File: config.mk
export PLATFORM = sky130hd
export DESIGN_NAME = irq_ctrl_top
export DESIGN_NICKNAME = d
export VERILOG_FILES = /design/src/rtl/irq_ctrl_pkg.sv /design/src/rtl/irq_src_cell.sv /design/src/rtl/irq_prio_pick.sv /design/src/rtl/irq_regfile.sv /design/src/rtl/irq_ctrl_top.sv
export SDC_FILE = /design/constraint.sdc
export NUM_CORES = 1
export LEC_CHECK = 0
export BUFFER_PORTS_ARGS = -buffer_cell sky130_fd_sc_hd__buf_2
export CAP_MARGIN = 20
export CORE_MARGIN = 2
export CORE_UTILIZATION = 45
export CTS_CLUSTER_SIZE = 30
export DETAILED_ROUTE_END_ITERATION = 6
export GPL_TIMING_DRIVEN = 0
export PLACE_DENSITY = 0.6
export SYNTH_ARGS = -nofsm -noshare
export SYNTH_HDL_FRONTEND = slang
export SYNTH_SLANG_ARGS = --single-unit
File: constraint.sdc
create_clock -name clk -period 34.7 [get_ports clk]
set_clock_uncertainty 0.1 [all_clocks]
set_input_delay 1.735 -clock clk [delete_from_list [all_inputs] [get_ports clk]]
set_output_delay 1.735 -clock clk [all_outputs]
set_load 0.01 [all_outputs]
File: src/rtl/irq_ctrl_pkg.sv
package irq_ctrl_pkg;
  localparam int unsigned REG_W  = 32;
  localparam int unsigned ADDR_W = 4;

  typedef logic [ADDR_W-1:0] reg_addr_t;

  localparam reg_addr_t A_RAW   = 4'd0;
  localparam reg_addr_t A_EN    = 4'd1;
  localparam reg_addr_t A_MSK   = 4'd2;
  localparam reg_addr_t A_POL   = 4'd3;
  localparam reg_addr_t A_TRG   = 4'd4;
  localparam reg_addr_t A_ROUTE = 4'd5;
  localparam reg_addr_t A_BASE  = 4'd6;
  localparam reg_addr_t A_VEC   = 4'd7;
  localparam reg_addr_t A_RANK0 = 4'd8;
endpackage

File: src/rtl/irq_src_cell.sv
module irq_src_cell (
  input  logic clk,
  input  logic rst_n,
  input  logic src_in,
  input  logic pol,
  input  logic edge_mode,
  input  logic clr,
  output logic stat_o
);
  logic prev_q, stat_q, stat_d, armed_q;
  logic corr, hit;

  // polarity-corrected input; edge means corrected value went 0 -> 1
  assign corr = src_in ^ pol;
  assign hit  = edge_mode & corr & ~(prev_q ^ pol);

  always_comb begin
    if (!edge_mode)  stat_d = corr;
    else if (hit)    stat_d = 1'b1;
    else if (clr)    stat_d = 1'b0;
    else             stat_d = stat_q;
  end

  always_ff @(posedge clk or negedge rst_n) begin
    if (!rst_n) begin
      prev_q  <= 1'b0;
      stat_q  <= 1'b0;
      armed_q <= 1'b0;
    end else begin
      prev_q  <= src_in;
      stat_q  <= stat_d;
      armed_q <= 1'b1;
    end
  end

  assign stat_o = stat_q;

  p_level_track_r2: assert property (@(posedge clk) disable iff (!rst_n || !armed_q)
    $past(!edge_mode) |-> (stat_q == $past(src_in ^ pol)))
    else $error("level status lost track of input");

  p_sticky_hold_r3: assert property (@(posedge clk) disable iff (!rst_n)
    (edge_mode && stat_q && !clr) |=> stat_q)
    else $error("edge status dropped without clear");

  p_w1c_clear_r4: assert property (@(posedge clk) disable iff (!rst_n)
    (edge_mode && clr && !hit) |=> !stat_q)
    else $error("edge status not cleared");

  p_set_wins_r4: assert property (@(posedge clk) disable iff (!rst_n)
    hit |=> stat_q)
    else $error("detected edge not captured");
endmodule

File: src/rtl/irq_prio_pick.sv
module irq_prio_pick #(
  parameter int unsigned N_SRC  = 26,
  parameter int unsigned RANK_W = 4,
  parameter int unsigned IDX_W  = 5
) (
  input  logic                    clk,
  input  logic                    rst_n,
  input  logic [N_SRC-1:0]        pend,
  input  logic [N_SRC*RANK_W-1:0] rank,
  output logic                    any_o,
  output logic [IDX_W-1:0]        idx_o
);
  logic [RANK_W-1:0] best_rank;
  logic [IDX_W-1:0]  best_idx;
  logic              found;

  // strict less-than keeps the earlier (lower index) source on a tie
  always_comb begin
    best_rank = '1;
    best_idx  = '0;
    found     = 1'b0;
    for (int i = 0; i < int'(N_SRC); i++) begin
      if (pend[i] && (!found || rank[i*RANK_W +: RANK_W] < best_rank)) begin
        found     = 1'b1;
        best_rank = rank[i*RANK_W +: RANK_W];
        best_idx  = IDX_W'(i);
      end
    end
  end

  assign any_o = found;
  assign idx_o = best_idx;

  logic [RANK_W-1:0] win_rank;
  assign win_rank = rank[idx_o*RANK_W +: RANK_W];

  for (genvar j = 0; j < N_SRC; j++) begin : g_chk
    p_rank_min_r7: assert property (@(posedge clk) disable iff (!rst_n)
      pend[j] |-> (any_o && pend[idx_o] && rank[j*RANK_W +: RANK_W] >= win_rank))
      else $error("winner does not hold lowest rank");

    p_tie_low_r7: assert property (@(posedge clk) disable iff (!rst_n)
      (pend[j] && rank[j*RANK_W +: RANK_W] == win_rank) |-> (32'(idx_o) <= j))
      else $error("tie not resolved to lower index");
  end
endmodule

File: src/rtl/irq_regfile.sv
module irq_regfile
  import irq_ctrl_pkg::*;
#(
  parameter int unsigned N_SRC  = 26,
  parameter int unsigned RANK_W = 4
) (
  input  logic                    clk,
  input  logic                    rst_n,
  input  logic                    reg_req,
  input  logic                    reg_wr,
  input  reg_addr_t               reg_addr,
  input  logic [REG_W-1:0]        reg_wdata,
  output logic [REG_W-1:0]        reg_rdata,
  output logic                    reg_rvalid,
  input  logic [N_SRC-1:0]        raw_stat,
  input  logic [REG_W-1:0]        vec_in,
  output logic [N_SRC-1:0]        en_o,
  output logic [N_SRC-1:0]        pol_o,
  output logic [N_SRC-1:0]        trg_o,
  output logic [N_SRC-1:0]        route_o,
  output logic [REG_W-1:0]        base_o,
  output logic [N_SRC*RANK_W-1:0] rank_o,
  output logic [N_SRC-1:0]        clr_o
);
  localparam int unsigned RPW        = REG_W / RANK_W;
  localparam int unsigned RANK_WORDS = (N_SRC + RPW - 1) / RPW;

  logic [N_SRC-1:0]        en_q, pol_q, trg_q, route_q;
  logic [REG_W-1:0]        base_q;
  logic [N_SRC*RANK_W-1:0] rank_q;
  logic [REG_W-1:0]        rdata_q, rd_word;
  logic                    rvalid_q;
  logic                    wr_hit, rd_hit;
  logic [REG_W-1:0]        rank_word [RANK_WORDS];

  assign wr_hit = reg_req & reg_wr;
  assign rd_hit = reg_req & ~reg_wr;

  always_ff @(posedge clk or negedge rst_n) begin
    if (!rst_n) begin
      en_q    <= '0;
      pol_q   <= '0;
      trg_q   <= '0;
      route_q <= '0;
      base_q  <= '0;
    end else if (wr_hit) begin
      case (reg_addr)
        A_EN:    en_q    <= reg_wdata[N_SRC-1:0];
        A_POL:   pol_q   <= reg_wdata[N_SRC-1:0];
        A_TRG:   trg_q   <= reg_wdata[N_SRC-1:0];
        A_ROUTE: route_q <= reg_wdata[N_SRC-1:0];
        A_BASE:  base_q  <= reg_wdata;
        default: ;
      endcase
    end
  end

  always_ff @(posedge clk or negedge rst_n) begin
    if (!rst_n) begin
      rank_q <= '0;
    end else begin
      for (int i = 0; i < int'(N_SRC); i++) begin
        if (wr_hit && reg_addr == ADDR_W'(int'(A_RANK0) + i / int'(RPW)))
          rank_q[i*RANK_W +: RANK_W] <= reg_wdata[(i % int'(RPW))*RANK_W +: RANK_W];
      end
    end
  end

  always_comb begin
    for (int k = 0; k < int'(RANK_WORDS); k++) begin
      rank_word[k] = '0;
      for (int s = 0; s < int'(RPW); s++) begin
        if (k * int'(RPW) + s < int'(N_SRC))
          rank_word[k][s*RANK_W +: RANK_W] = rank_q[(k*int'(RPW)+s)*RANK_W +: RANK_W];
      end
    end
  end

  always_comb begin
    rd_word = '0;
    case (reg_addr)
      A_RAW:   rd_word = REG_W'(raw_stat);
      A_EN:    rd_word = REG_W'(en_q);
      A_MSK:   rd_word = REG_W'(raw_stat & en_q);
      A_POL:   rd_word = REG_W'(pol_q);
      A_TRG:   rd_word = REG_W'(trg_q);
      A_ROUTE: rd_word = REG_W'(route_q);
      A_BASE:  rd_word = base_q;
      A_VEC:   rd_word = vec_in;
      default: begin
        for (int k = 0; k < int'(RANK_WORDS); k++)
          if (reg_addr == ADDR_W'(int'(A_RANK0) + k)) rd_word = rank_word[k];
      end
    endcase
  end

  always_ff @(posedge clk or negedge rst_n) begin
    if (!rst_n) begin
      rdata_q  <= '0;
      rvalid_q <= 1'b0;
    end else begin
      rvalid_q <= rd_hit;
      if (rd_hit) rdata_q <= rd_word;
    end
  end

  assign reg_rdata  = rdata_q;
  assign reg_rvalid = rvalid_q;
  assign en_o       = en_q;
  assign pol_o      = pol_q;
  assign trg_o      = trg_q;
  assign route_o    = route_q;
  assign base_o     = base_q;
  assign rank_o     = rank_q;
  assign clr_o      = (wr_hit && reg_addr == A_RAW) ? reg_wdata[N_SRC-1:0] : '0;

  p_rd_latency_r9: assert property (@(posedge clk) disable iff (!rst_n)
    rd_hit |=> reg_rvalid)
    else $error("read data not returned next cycle");

  p_no_spurious_r9: assert property (@(posedge clk) disable iff (!rst_n)
    !rd_hit |=> !reg_rvalid)
    else $error("rvalid without read request");
endmodule

File: src/rtl/irq_ctrl_top.sv
module irq_ctrl_top
  import irq_ctrl_pkg::*;
#(
  parameter int unsigned N_EXT     = 7,
  parameter int unsigned N_INT     = 19,
  parameter int unsigned RANK_W    = 4,
  parameter int unsigned VEC_SHIFT = 2
) (
  input  logic              clk,
  input  logic              rst_n,
  input  logic [N_EXT-1:0]  irq_ext,
  input  logic [N_INT-1:0]  irq_int,
  input  logic              reg_req,
  input  logic              reg_wr,
  input  logic [ADDR_W-1:0] reg_addr,
  input  logic [REG_W-1:0]  reg_wdata,
  output logic [REG_W-1:0]  reg_rdata,
  output logic              reg_rvalid,
  output logic              crit_irq,
  output logic              ncrit_irq,
  output logic [REG_W-1:0]  crit_vector
);
  localparam int unsigned N_SRC = N_EXT + N_INT;
  localparam int unsigned IDX_W = (N_SRC > 1) ? $clog2(N_SRC) : 1;

  logic [N_SRC-1:0]        src_vec, stat, clr;
  logic [N_SRC-1:0]        en, pol, trg, route;
  logic [N_SRC-1:0]        masked, crit_pend, ncrit_pend;
  logic [N_SRC*RANK_W-1:0] rank;
  logic [REG_W-1:0]        base, vec_q;
  logic                    win_any, armed_q;
  logic [IDX_W-1:0]        win_idx;

  assign src_vec = {irq_int, irq_ext};

  for (genvar g = 0; g < N_SRC; g++) begin : g_src
    irq_src_cell u_cell (
      .clk       (clk),
      .rst_n     (rst_n),
      .src_in    (src_vec[g]),
      .pol       (pol[g]),
      .edge_mode (trg[g]),
      .clr       (clr[g]),
      .stat_o    (stat[g])
    );
  end

  irq_regfile #(.N_SRC(N_SRC), .RANK_W(RANK_W)) u_regs (
    .clk        (clk),
    .rst_n      (rst_n),
    .reg_req    (reg_req),
    .reg_wr     (reg_wr),
    .reg_addr   (reg_addr),
    .reg_wdata  (reg_wdata),
    .reg_rdata  (reg_rdata),
    .reg_rvalid (reg_rvalid),
    .raw_stat   (stat),
    .vec_in     (vec_q),
    .en_o       (en),
    .pol_o      (pol),
    .trg_o      (trg),
    .route_o    (route),
    .base_o     (base),
    .rank_o     (rank),
    .clr_o      (clr)
  );

  assign masked     = stat & en;
  assign crit_pend  = masked & route;
  assign ncrit_pend = masked & ~route;

  irq_prio_pick #(.N_SRC(N_SRC), .RANK_W(RANK_W), .IDX_W(IDX_W)) u_pick (
    .clk   (clk),
    .rst_n (rst_n),
    .pend  (crit_pend),
    .rank  (rank),
    .any_o (win_any),
    .idx_o (win_idx)
  );

  always_ff @(posedge clk or negedge rst_n) begin
    if (!rst_n) begin
      vec_q   <= '0;
      armed_q <= 1'b0;
    end else begin
      vec_q   <= win_any ? base + (REG_W'(win_idx) << VEC_SHIFT) : base;
      armed_q <= 1'b1;
    end
  end

  assign crit_irq    = |crit_pend;
  assign ncrit_irq   = |ncrit_pend;
  assign crit_vector = vec_q;

  p_vec_idle_r8: assert property (@(posedge clk) disable iff (!rst_n || !armed_q)
    $past(!win_any) |-> (crit_vector == $past(base)))
    else $error("idle vector differs from base");

  p_mask_gate_r5: assert property (@(posedge clk) disable iff (!rst_n)
    (en == '0) |-> (!crit_irq && !ncrit_irq))
    else $error("output raised with all sources disabled");
endmodule

Yosys cells after proc, flatten, opt, wreduce, memory -nomap -nowiden:

Index checks and enable logic that the tools add are counted.

* bits in registers: 357
* input bits: 66
* output and inout port bits: 67
* logic and storage cells: 514

* add/subtract/negate cells: 1
* $lt $le $gt $ge: 25
* eq/ne operators: 37
* mux-type cells: 161
* bitwise operators: 138
* reductions and logical operators: 88

Operator list (number)
* one-hot mux 32 bit (8 select lines): 1
* two-way mux 32 bit: 5
* two-way mux 4 bit: 33
* two-way mux 1 bit: 105
* AND 26 bit: 4
* < comparator 4 bit: 25
* != test 3 bit (second input constant): 26
* AND 1 bit: 54
* OR reduction 26 bit: 2
* bitwise XOR 1 bit: 52
* two-way mux 5 bit: 10
* adder 32 x 7 -> 32 bit: 1
* logical AND 1 bit: 30
* inverter 1 bit: 27
* two-way mux 26 bit: 1
* inverter 26 bit: 1
* zero test 1 bit: 25
* logical OR 1 bit: 25
* equality test 4 x 3 -> 1 bit (second input constant): 4
* equality test 4 bit (second input constant): 4
* two-way mux 3 bit: 4
* AND reduction 2 bit: 5
* equality test 4 x 2 -> 1 bit (second input constant): 2
* equality test 4 x 1 -> 1 bit (second input constant): 1
* other kinds (2): 3

Depth between registers and ports, before layout:

* depth after elaboration: 105
* mapped depth: 229
* depth with buffers taken out: 217

Hierarchy:

A second synthesis with hierarchy kept.

* cells, all modules: 2357
* area total of the unflattened synthesis: 23855.4 sq um

Modules (own cells, without submodules)
* irq_regfile: instances 1, cells an instance 1010, area an instance 13171.4 sq um, sequential area each 6831.6 sq um
* irq_prio_pick: instances 1, cells an instance 949, area an instance 6404.9 sq um, sequential area each 0.0 sq um
* irq_src_cell: instances 26, cells an instance 7, area an instance 86.3 sq um, sequential area each 50.0 sq um
* irq_ctrl_top: instances 1, cells an instance 216, area an instance 2034.5 sq um, sequential area each 800.8 sq um

Worst setup path after synthesis:

Ideal clock, no wire load.

* path kind: register to register
* from: register g_src[0].u_cell.stat_q
* to: register vec_q[31] (netlist: crit_vector[31])
* setup time: 80 ps
* arrival time: 37836 ps
* data required time: 34520 ps
* slack: -3316 ps
* cell stages (with the launch flop): 220
* buffers on the path: 13
* clock period less this slack: 38016 ps
* cell sequence: dfrtp_1 -> buf_2 -> nand3_1 -> nor2_1 -> ha_1 -> inv_1 -> o32a_1 -> o21ai_2 -> a21oi_1 -> a31oi_1 -> inv_1 -> ha_1 -> o21ai_1 -> or4_1 -> a21boi_1 -> a211oi_1 -> and2_1 -> nor2_1 -> (+184 left out) -> o21ai_0 -> or2_2 -> a31o_1 -> nor3_1 -> ha_1 -> a21o_1 -> a21oi_1 -> nor2b_1 -> o21a_1 -> o21a_1 -> and3_1 -> and3_1 -> nor2b_1 -> clkbuf_1 -> nand3_1 -> nor2_1 -> nand3_1 -> xnor2_1

* cells in the longest elaborated chain, start to end: 105
* elaborated cells on any way between the ends: 180
* those cells by class: add/sub: 1; order compare: 25; mux: 77; bitwise: 2; reduce/logical: 75

Ends and longest elaborated chain
* from (decl): RTL line irq_src_cell.sv:10 `logic prev_q, stat_q, stat_d, armed_q;`
* from (signal assigned): RTL line irq_src_cell.sv:31 `stat_q <= stat_d;`
* AND 26 bit (*): RTL line irq_ctrl_top.sv:68 `assign masked = stat & en;`
* AND 26 bit (*): RTL line irq_ctrl_top.sv:69 `assign crit_pend = masked & route;`
* two-way mux 4 bit / two-way mux 1 bit (equally long branches): RTL line irq_prio_pick.sv:23 `if (pend[i] && (!found || rank[i*RANK_W +: RANK_W] < best_rank)) begin`
* < comparator 4 bit / zero test 1 bit (equally long branches): RTL line irq_prio_pick.sv:23
* logical OR 1 bit: RTL line irq_prio_pick.sv:23
* logical AND 1 bit: RTL line irq_prio_pick.sv:23
* two-way mux 4 bit / two-way mux 1 bit (equally long branches): RTL line irq_prio_pick.sv:23
* < comparator 4 bit / zero test 1 bit (equally long branches): RTL line irq_prio_pick.sv:23
* (+89 left out)
* logical AND 1 bit: RTL line irq_prio_pick.sv:23
* two-way mux 4 bit / two-way mux 1 bit (equally long branches): RTL line irq_prio_pick.sv:23
* < comparator 4 bit / zero test 1 bit (equally long branches): RTL line irq_prio_pick.sv:23
* logical OR 1 bit: RTL line irq_prio_pick.sv:23
* logical AND 1 bit: RTL line irq_prio_pick.sv:23
* two-way mux 5 bit: RTL line irq_prio_pick.sv:23
* adder 32 x 7 -> 32 bit: RTL line irq_ctrl_top.sv:86 `vec_q <= win_any ? base + (REG_W'(win_idx) << VEC_SHIFT) : base;`
* two-way mux 32 bit (*): RTL line irq_ctrl_top.sv:86
* to (signal assigned): RTL line irq_ctrl_top.sv:86
* to (decl): RTL line irq_ctrl_top.sv:30 `logic [REG_W-1:0] base, vec_q;`

Mark *: on every way between the ends. The rest lies on a longest branch, timed or not.
A chain may end at the register's enable or synchronous reset.

Final worst setup path:

* from: register u_regs.route_q[0] (netlist: u_regs.route_o[0])
* to: register vec_q[30] (netlist: crit_vector[30])

* cells in the longest elaborated chain, start to end: 104
* elaborated cells on any way between the ends: 179
* those cells by class: add/sub: 1; order compare: 25; mux: 77; bitwise: 1; reduce/logical: 75

Ends and longest elaborated chain
* from (decl): RTL line irq_regfile.sv:28 `logic [N_SRC-1:0] en_q, pol_q, trg_q, route_q;`
* from (signal assigned): RTL line irq_regfile.sv:51 `A_ROUTE: route_q <= reg_wdata[N_SRC-1:0];`
* AND 26 bit (*): RTL line irq_ctrl_top.sv:69
* two-way mux 4 bit / two-way mux 1 bit (equally long branches): RTL line irq_prio_pick.sv:23
* < comparator 4 bit / zero test 1 bit (equally long branches): RTL line irq_prio_pick.sv:23
* logical OR 1 bit: RTL line irq_prio_pick.sv:23
* logical AND 1 bit: RTL line irq_prio_pick.sv:23
* two-way mux 4 bit / two-way mux 1 bit (equally long branches): RTL line irq_prio_pick.sv:23
* < comparator 4 bit / zero test 1 bit (equally long branches): RTL line irq_prio_pick.sv:23
* logical OR 1 bit: RTL line irq_prio_pick.sv:23
* (+88 left out)
* logical AND 1 bit: RTL line irq_prio_pick.sv:23
* two-way mux 4 bit / two-way mux 1 bit (equally long branches): RTL line irq_prio_pick.sv:23
* < comparator 4 bit / zero test 1 bit (equally long branches): RTL line irq_prio_pick.sv:23
* logical OR 1 bit: RTL line irq_prio_pick.sv:23
* logical AND 1 bit: RTL line irq_prio_pick.sv:23
* two-way mux 5 bit: RTL line irq_prio_pick.sv:23
* adder 32 x 7 -> 32 bit: RTL line irq_ctrl_top.sv:86
* two-way mux 32 bit (*): RTL line irq_ctrl_top.sv:86

Marked as above.

==> impl_results.md <==
* Switching portion of total power at a little over 40%
* Residual antenna-violating net count after detailed routing at 0
* Via count at approximately 22k
* Register area share after synthesis at approximately two fifths
* Net switching power figure at 0.933 mW
* DRC marker count from the first detailed-route iteration at 2467
* Data required, critical path at 35.04 ns
* Violated checks: design-rule violations, negative setup slack
* Final critical path time including I/O delays and setup at ~36 ns
* Number of buffers inserted for hold repair after clock tree synthesis at 0
* Effective utilization at floorplan at 45.5%
* Post-route total power at 2.25 mW
* Peak supply drop at 0.0000444 V
* Setup slack of the critical path after layout at -0.829 ns
* Sequential Power Share at approximately 29%
* Post-Synthesis Net Count at 2457
* Layout-stage area growth over the synthesis result at 29.0%
* Leakage power of the design at 12.3 nW
* Startpoint of the most critical hold path: u_regs.base_o[0]
* Top post-synthesis cells by area: dfrtp_1 40%, mux2_2 11%, nand2_1 4.7%
* Total setup violations reported at the end of the flow at 25
* Final non-filler cell area at about 0.029 sq mm
* Layout net count at 2819
* Post-detailed-placement half-perimeter wirelength at 73200 um
* Hold-critical path depth at 0
* Critical Path Start: u_regs.route_o[0]
* Most used cell along the critical path: ha_4
* Number of enable flip-flop cells after synthesis at 0
* Pin count of the biggest net entering global routing at between 100 and 150
* Maximum number of buffers from clock root to sink at 3
* Placed cell count at 3150
* Number of endpoints with negative hold slack in the final report at 0
* Global-route wire length before repair at 141000 um
* Library cells used by synthesis at 111
* Minimum setup slack after placement at -6.04 ns
* Register bit total from synthesis at 357
* Library cell with the largest summed area after synthesis: dfrtp_1
* Type of destination of the critical path: flip-flop
* Core Box Area at just under 0.05 sq mm
* Clock network fraction of design power at 22.1%
* Critical path's slowest cell: or4_4
* Clock Sinks at 357
* Crit path kind: reg -> reg
* Data arrival, critical path at 35.87 ns
* Startpoint type of the worst setup path: flip-flop
* Post-Route Setup TNS at -15.24 ns
* Relative slew slack at roughly 17%
* Share of Yosys cell area claimed by the top area cell type at 40.2%
* RSZ-0062 raised after global routing: true
* CP peak stage delay at 0.56 ns
* Drt wl/cell at 28.8 um
* Result of the run: finished, violations left
* Internal Pwr Total at between 1 and 1.5 mW
* Final hold slack at 0.320 ns
* Top library cells by usage in the layout, fill and taps aside: 355 x dfrtp_1, 256 x nand2_1, 206 x mux2_2, 192 x buf_4, 172 x o21ai_0
* Predominant post-synthesis flop cell: dfrtp_1
* Die footprint at 0.0512 sq mm
* Clock latency at the later pin of the worst-skew pair at 0.58 ns
* Destination of the worst register-to-register timing path: crit_vector[30]
* Number of cell rows at between 80 and 90
* TritonCTS clock tree: built
* Area after DPL at 0.0246 sq mm
* Number of antenna violations at the first check in global routing at 5
* Highest fanout seen on the critical path at 5
* Relative contribution of combinational cells to total power at 49.0%
* Most frequent standard cell in the layout excluding fill and tap cells: dfrtp_1
* Remaining routing DRC violations at 1
* Vertical extent of the die at 226 um
* Count of yosys warnings during synthesis at 0
* Clock-pin transition on the worst setup and hold timing paths at 0.06 ns
* Number of buffers added by the clock tree synthesis step at 42
* Share of the clock period used by the worst path at 102%
* Final core area utilization at 58.7%
* Number of violations of the max-capacitance limit at 0
* Launch instance of the worst register-to-register path: u_regs.route_o[0]
* Number of slew-limit violations in the final report at 0
* Depth of the worst register-to-register path at 214
* Number of global-route vias before repair at 21.3k
* CTS H-tree depth at 2
* Min-Delay Endpoint: crit_vector[0]
* I/O pin count at 133
* Proportion of register bits with asynchronous set or reset after synthesis at 100%
* Clock tree root driver cell: clkbuf_16
* Number of cells in the finished layout apart from fillers at about 3.4k
* DR pass1 iterations at 7
* Path type of the worst min-delay path: reg -> reg
* Synthesized cell area at between 0.02 and 0.025 sq mm
* Total routing resource utilization after global routing at 38.1%
* Minimum setup slack among reg-to-reg paths at -0.83 ns
* Final weighted congestion of routability-driven global placement at 1.00
* Mean post-synth cell area at 9.43 sq um
* Total wirelength of the detailed-routed design at 98500 um
* Quantity of I/O buffers inserted on ports at 121
* Cells after Synth at 2356
* Diode count at 0
* Die Span X at 226 um
* Total grt overflow at 0
* PD cells at 78.5 mW/mm^2
* Layout cell share with drive strength beyond 1 at 33.4%
* Slew at the pin closest to its max-slew limit at 1.24 ns
* Highest attainable clock frequency at around 28 MHz
* Detailed-route vias per instance at 6.50
how the worst max path moves through the flow:
stage | end | slack, ns
after global routing | crit_vector[30] | -2.36
after floorplan | crit_vector[31] | -0.54
final | crit_vector[30] | -0.83
after global placement | crit_vector[30] | -5.73
after CTS | crit_vector[30] | -0.81
after detailed placement | crit_vector[30] | -6.04
synth_stat cells (30+ instances only):
library cell and instances:
nand3_1 98, clkbuf_1 98, dfrtp_1 357, xnor2_1 50, nor3_1 40, nor2_1 101, inv_1 92, a21oi_1 87
a22oi_1 60, a31oi_1 36, mux2i_1 30, o21ai_0 184, mux2_2 216, nand2_1 278, ha_1 34, a21o_1 61
flip-flops by register name, indices dropped and copies added, names as in the netlist:
name / count
crit_vector: 32
g_src.u_cell.prev_q: 26
g_src.u_cell.stat_o: 26
u_regs.base_o: 32
u_regs.en_o: 26
u_regs.pol_o: 26
u_regs.rank_o: 104
u_regs.reg_rdata: 32
u_regs.reg_rvalid: 1
u_regs.route_o: 26
u_regs.trg_o: 26
logic make-up (layout without fill, tap and decap cells):
family                     after synthesis  in the layout  share of synthesized area, %
xor gates and xnor gates                63             63                          2.48
AOI/OAI and AO/OA                      743            743                          23.7
DFF                                    357            357                          40.2
and+or+nand+nor                        684            684                          14.7
adders and majority gates               45             45                          2.46
muxes                                  254            254                          12.7
buffers and inverters                  210            606                          3.73
final cells by class:
cell class	instances	area, sq um
fill	4318	20200
clock inverter	17	275
clock buffer	61	1290
tap	664	831
timing repair buffer	326	2270
buffer	110	472
multi-input combinational	1789	14200
sequential	357	8940
inverter	92	363
power by group through the flow:
stage | Combinational, mW | Sequential, mW | Clock, mW
4_1_cts | 1.01 | 0.639 | 0.499
5_1_grt | 1.18 | 0.655 | 0.515
3_5_place_dp | 0.826 | 0.644 | 0
3_3_place_gp | 0.812 | 0.642 | 0
6_report | 1.10 | 0.651 | 0.497
2_1_floorplan | 0.605 | 0.587 | 0
worst max-delay path, delay by kind of cell (launching register included):
family / cells / cell delay, ns
fa+ha+maj: 26 / 6.45
compound gates: 83 / 14.04
mux: 14 / 3.51
xor+xnor: 1 / 0.16
simple gates: 59 / 8.05
buf+inv: 31 / 2.54
flops: 1 / 0.46
repair_timing:
| item | CTS | global route |
|---|---|---|
| gates resized for setup | 144 | 70 |
| setup endpoints to repair | 30 | 30 |
| pin swaps | 133 | 105 |
| buffers inserted | 156 | 44 |
layer usage:
| metal | GRT usage, % | vias up | share of wire (%) |
|---|---|---|---|
| met3 | 6.40 | 266 | 9.1 |
| met1 | 51.4 | 11100 | 41 |
| met5 | 0 | - | 0.013 |
| met4 | 20.2 | 2 | 5.7 |
| met2 | 58.5 | 1232 | 44 |
| li1 | - | 9569 | - |
(Power assumes the default switching activity.)
